File: config.mk
export PLATFORM = sky130hd
export DESIGN_NAME = cache_tune_fsm
export DESIGN_NICKNAME = d
export VERILOG_FILES = /design/src/rtl/cache_tune_fsm.sv
export SDC_FILE = /design/constraint.sdc
export NUM_CORES = 2
export LEC_CHECK = 0
export CAP_MARGIN = 15
export CORE_ASPECT_RATIO = 1.2
export CORE_MARGIN = 3
export CORE_UTILIZATION = 50
export DETAILED_ROUTE_END_ITERATION = 12
export DONT_BUFFER_PORTS = 1
export HOLD_SLACK_MARGIN = 0.06
export PLACE_DENSITY = 0.68
export SYNTH_ARGS = -nofsm -noshare
export SYNTH_HDL_FRONTEND = slang
export SYNTH_SLANG_ARGS = --single-unit
File: constraint.sdc
create_clock -name clk -period 19.14 [get_ports clk]
set_input_delay 1.914 -clock clk [delete_from_list [all_inputs] [get_ports clk]]
set_output_delay 1.914 -clock clk [all_outputs]
set_load 0.01 [all_outputs]
File: src/rtl/cache_tune_fsm.sv
module cache_tune_fsm #(
  parameter int PW       = 16,
  parameter int CW       = 24,
  parameter int EW       = 48,
  parameter int FLD      = 2,
  parameter int SZ_MAX   = 2,
  parameter int AS_MAX   = 2,
  parameter int LN_MAX   = 2,
  parameter int MAX_RUNS = 3
) (
  input  logic                 clk,
  input  logic                 rst_n,
  input  logic                 start_i,
  input  logic [3*FLD-1:0]     init_cfg_i,
  input  logic                 phase_end_i,
  input  logic [PW-1:0]        power_i,
  input  logic [CW-1:0]        cycles_i,
  output logic [3*FLD-1:0]     cfg_o,
  output logic                 busy_o,
  output logic                 done_o,
  output logic [3*FLD-1:0]     best_cfg_o,
  output logic [EW-1:0]        best_edp_o
);
  localparam int CFGW = 3*FLD;
  localparam int FW   = PW + 2*CW;
  localparam int JW   = $clog2(MAX_RUNS+1);
  localparam logic [FLD-1:0] FMAX [3] = '{FLD'(SZ_MAX), FLD'(AS_MAX), FLD'(LN_MAX)};

  logic            busy_q, done_q;
  logic [1:0]      p_q;
  logic [JW-1:0]   j_q;
  logic [CFGW-1:0] cfg_q, best_q;
  logic [EW-1:0]   best_edp_q;

  logic [FW-1:0]   prod;
  logic [EW-1:0]   edp;
  logic            report, better, finish;
  logic [CFGW-1:0] best_n, cand;
  logic [1:0]      pstart, q;

  assign report = busy_q & phase_end_i;
  assign prod   = FW'(power_i) * FW'(cycles_i) * FW'(cycles_i);
  assign edp    = (|prod[FW-1:EW]) ? {EW{1'b1}} : prod[EW-1:0];
  assign better = (j_q == JW'(1)) || (edp < best_edp_q);

  always_comb begin
    best_n = better ? cfg_q : best_q;
    pstart = better ? p_q : p_q + 2'd1;
    q = 2'd3;
    for (int k = 2; k >= 0; k--)
      if (k >= int'(pstart) && best_n[k*FLD +: FLD] < FMAX[k]) q = 2'(k);
    cand = best_n;
    if (q != 2'd3) cand[int'(q)*FLD +: FLD] = best_n[int'(q)*FLD +: FLD] + 1'b1;
  end

  assign finish = (q == 2'd3) || (j_q == JW'(MAX_RUNS));

  always_ff @(posedge clk) begin
    if (!rst_n) begin
      busy_q     <= 1'b0;
      done_q     <= 1'b0;
      p_q        <= '0;
      j_q        <= '0;
      cfg_q      <= '0;
      best_q     <= '0;
      best_edp_q <= '0;
    end else if (report) begin
      if (better) begin
        best_q     <= cfg_q;
        best_edp_q <= edp;
      end
      if (finish) begin
        busy_q <= 1'b0;
        done_q <= 1'b1;
        cfg_q  <= best_n;
      end else begin
        cfg_q <= cand;
        p_q   <= q;
        j_q   <= j_q + JW'(1);
      end
    end else if (start_i && !busy_q) begin
      busy_q     <= 1'b1;
      done_q     <= 1'b0;
      cfg_q      <= init_cfg_i;
      p_q        <= '0;
      j_q        <= JW'(1);
      best_edp_q <= {EW{1'b1}};
    end
  end

  assign cfg_o      = cfg_q;
  assign busy_o     = busy_q;
  assign done_o     = done_q;
  assign best_cfg_o = best_q;
  assign best_edp_o = best_edp_q;
endmodule

==> run_results.csv <==
group,metric,value,unit
worst_setup_path,r2r_start,"best_edp_o[25]$_SDFFE_PN0P_",
clock_tree,ctsHoldBuffers,0,
yosys,syn_nets,7101,
yosys,synth.cell_area,0.0476,mm²
sta,tns,0,ps
yosys,ys_types,83,
final_layout,drive_gt1_share,6.03,%
yosys,avgSynthCellArea,8.57,µm²
placed_design,hpwl,99700,µm
min_path,min_to,"j_q[0]$_SDFFE_PN0P_",
min_path,hold_path_depth,1,
yosys,synth-compound-area-share,5.94,%
final_layout,nets,6995,
routing,drc,0,
worst_setup_path,arrival,18720,ps
yosys,synth_edf_count,0,
placed_design,dp.cells,6670,
yosys,synth_area_leaders,"fa_1, inv_1, ha_1",
placed_design,gp_congestion,0.932,
clock_tree,clock_latency,340,ps
floorplanning,rows,123,
yosys,synth_fa_ha_area_share,57.3,%
global_route,grt-ovfl-total,0,
yosys,muxShareOfSynthArea,0.373,%
floorplanning,die_h,344,µm
yosys,synth_top_family_by_area,"adder cells",
worst_setup_path,path_max_fanout,57,
worst_setup_path,critical-path-max-stage-delay,560,ps
routing,wl_per_cell,19.9,µm
yosys,yosysSeqAreaShare,2.77,%
floorplanning,die-area,0.0990,mm²
yosys,synth_warnings,0,
worst_setup_path,r2r_setup_slack,15170,ps
final_layout,fin_util,53.8,%
yosys,synthesis.instances,5556,
run,drv_cap,0,
clock_tree,cts_sinks,66,
min_path,hp-class,"flop to flop",
sta,fin_crit,18470,ps
sta,fin_skew,7.52,ps
yosys,synth_xor_area_share,1.60,%
run_status,status,"finished clean",
sta,finalMaxSlewViolations,0,
yosys,synth_flop_cell,"dfxtp_1",
yosys,synth_top_area_share,47.9,%
placed_design,io_buffers,0,
sta,fmax,54.1,MHz
floorplanning,die_x,288,µm
final_layout,fin_cells,6707,
routing,dr.pass1.iters,5,
worst_setup_path,reg2regPathDepth,20,
sta,finalHoldViolCount,0,
sta,tightest_slew,1250,ps
routing,antenna_left,0,
worst_setup_path,critical_path.slowest_cell,"fa_1",
yosys,synth_simple_gate_area_share,19.4,%
floorplanning,core_area,0.0940,mm²
routing,drt_iter0_markers,2232,
floorplanning,io_pins,112,
sta,max-slew-margin-rel,16.4,%
yosys,async_reset_ff_share,0,%
yosys,ys_ff_latch,66,
global_route,grt_pass1_wl,219000,µm
final_layout,area_delta_synth_final,6.21,%
worst_setup_path,critPathKind,"input port to flop",
floorplanning,initial_core_util,50.6,%
worst_setup_path,cp-end-kind,"flop",
yosys,yosys.area.top_type,"fa_1",
global_route,grt_util_all_layers,28.2,%
sta,setup_viol,0,
global_route,use_met2,48.0,%
min_path,hp-start,"j_q[0]$_SDFFE_PN0P_",
clock_tree,cts_tree,"yes",
global_route,antenna_found_initial,0,
routing,vias,36672,
sta,fin_crit_sh,96.5,%
clock_tree,htreeDepth,3,
worst_setup_path,worstPathRequired,19390,ps
routing,vias_per_cell,5.47,
worst_setup_path,cpMostUsedCell,"fa_1",
global_route,met3_usage,5.86,%
global_route,top_usage_layer,"met2",
clock_tree,path_clk_slew,60,ps
global_route,grt_pass1_vias,40383,
clock_tree,cts_made_buffers,9,
routing,wirelength,133000,µm
worst_setup_path,crit_path_start_kind,"input port",
global_route,grt_max_degree,74,
clock_tree,cts-root-buf,"clkbuf_16",
worst_setup_path,rr_endpoint,"cfg_o[0]$_SDFFE_PN0P_",
clock_tree,clockBufferDepth,2,
global_route,use_met1,35.7,%
## how the worst max path moves through the flow
stage                            start               endpoint  slack (ps)  depth (start not counted)
final                      cycles_i[5]  cfg_o[0]$_SDFFE_PN0P_         670                         69
after global routing        power_i[4]  cfg_o[5]$_SDFFE_PN0P_         -20                         69
after CTS                 cycles_i[14]  cfg_o[0]$_SDFFE_PN0P_          70                         71
after detailed placement   cycles_i[8]  cfg_o[0]$_SDFFE_PN0P_        -580                         71
after global placement     cycles_i[8]  cfg_o[0]$_SDFFE_PN0P_        -450                         71
after floorplan           cycles_i[14]  cfg_o[0]$_SDFFE_PN0P_          80                         75
## synthesized netlist by cell type (16+ instances only)
| cell type | number |
|---|---|
| o21bai_1 | 18 |
| nand2_1 | 794 |
| nand3_1 | 28 |
| a31oi_1 | 18 |
| o21ai_0 | 67 |
| ha_1 | 355 |
| nand2b_1 | 67 |
| and2_1 | 612 |
| a211oi_1 | 58 |
| xnor2_1 | 58 |
| nor2_1 | 175 |
| inv_1 | 1279 |
| a21oi_1 | 129 |
| fa_1 | 1140 |
| clkbuf_1 | 309 |
| xor2_1 | 29 |
| a21o_1 | 35 |
| or2_2 | 16 |
| and3_1 | 26 |
| nor3_1 | 34 |
| dfxtp_1 | 66 |
| nand4_1 | 37 |
| nor2b_1 | 24 |
## logic make-up after synthesis
group,Yosys count
flip-flops,66
AND/OR/NAND/NOR,1866
multiplexers,17
adder cells (fa/ha/maj),1495
buffers and inverters,1599
XOR/XNOR,87
AO/OA/AOI/OAI,426
## per-layer routing
metal  wire (µm)  part of all wire [%]
met1       51100                    38
met3       11800                   8.9
met5           0                     0
met4        5420                   4.1
met2       65200                    49
## state kept, by name (all words and copies together), names as in the netlist
signal / cells
p_q: 2
best_cfg_o: 6
cfg_o: 6
best_edp_o: 48
busy_o: 1
j_q: 2
done_o: 1
## critical path: cells and delay by family
family / cells / cell delay, ps
and+or+nand+nor: 13 / 3300
AOI/OAI and AO/OA: 26 / 4890
buffers and inverters: 12 / 1050
xor gates and xnor gates: 1 / 140
adders and majority gates: 17 / 7290
## metrics by stage
stage               instance area [µm²]  hold WS, ps  worst slack [ps]
floorplan                         47600          480              81.0
global placement                  49700          508              -449
detailed placement                49700          520              -584
CTS                               50100          529              68.7
global route                      50600          580             -19.1
finish                            50600          523               666
## what timing repair did
item | 4_1_cts | 5_1_grt
pin swaps | 0 | 24
endpoints found under the setup margin | 11 | 66
buffers inserted | 0 | 15
gates resized for setup | 2 | 67
cloned | 0 | 4
## layout make-up
type                    instances  area (µm²)
diodes                          2        5.00
clock buffers                   9         225
clock inverters                 7        93.8
fillers                      8513       43500
inverters                    1280        4800
multi-input cells            3892       40900
flip-flops and latches         66        1320
well taps                    1250        1560
repair buffers                201        1710
## cell usage in the layout (no fill, tap or decap), drive strengths merged, types with 8 or more instances in the layout
cell    netlist  layout
a211o         8       8
a211oi       59      59
a21o         35      35
a21oi       132     132
a31oi        19      19
and2        612     612
and3         26      26
and4          9       9
buf          10     199
clkbuf      309      11
dfxtp        66      66
fa         1140    1140
ha          355     355
inv        1280    1280
mux2i        11      11
nand2       794     794
nand2b       67      67
nand3        28      28
nand4        37      37
nor2        177     177
nor2b        24      24
nor3         34      34
nor4          8       8
o211ai       14      14
o21a         11      11
o21ai        71      71
o21bai       18      18
o22ai         8       8
o31ai         9       9
or2          17      17
or3          13      13
xnor2        58      59
xor2         29      29
Power is not shown: default switching activity piles up to over one toggle a cycle in this logic, so the estimate is an artifact.
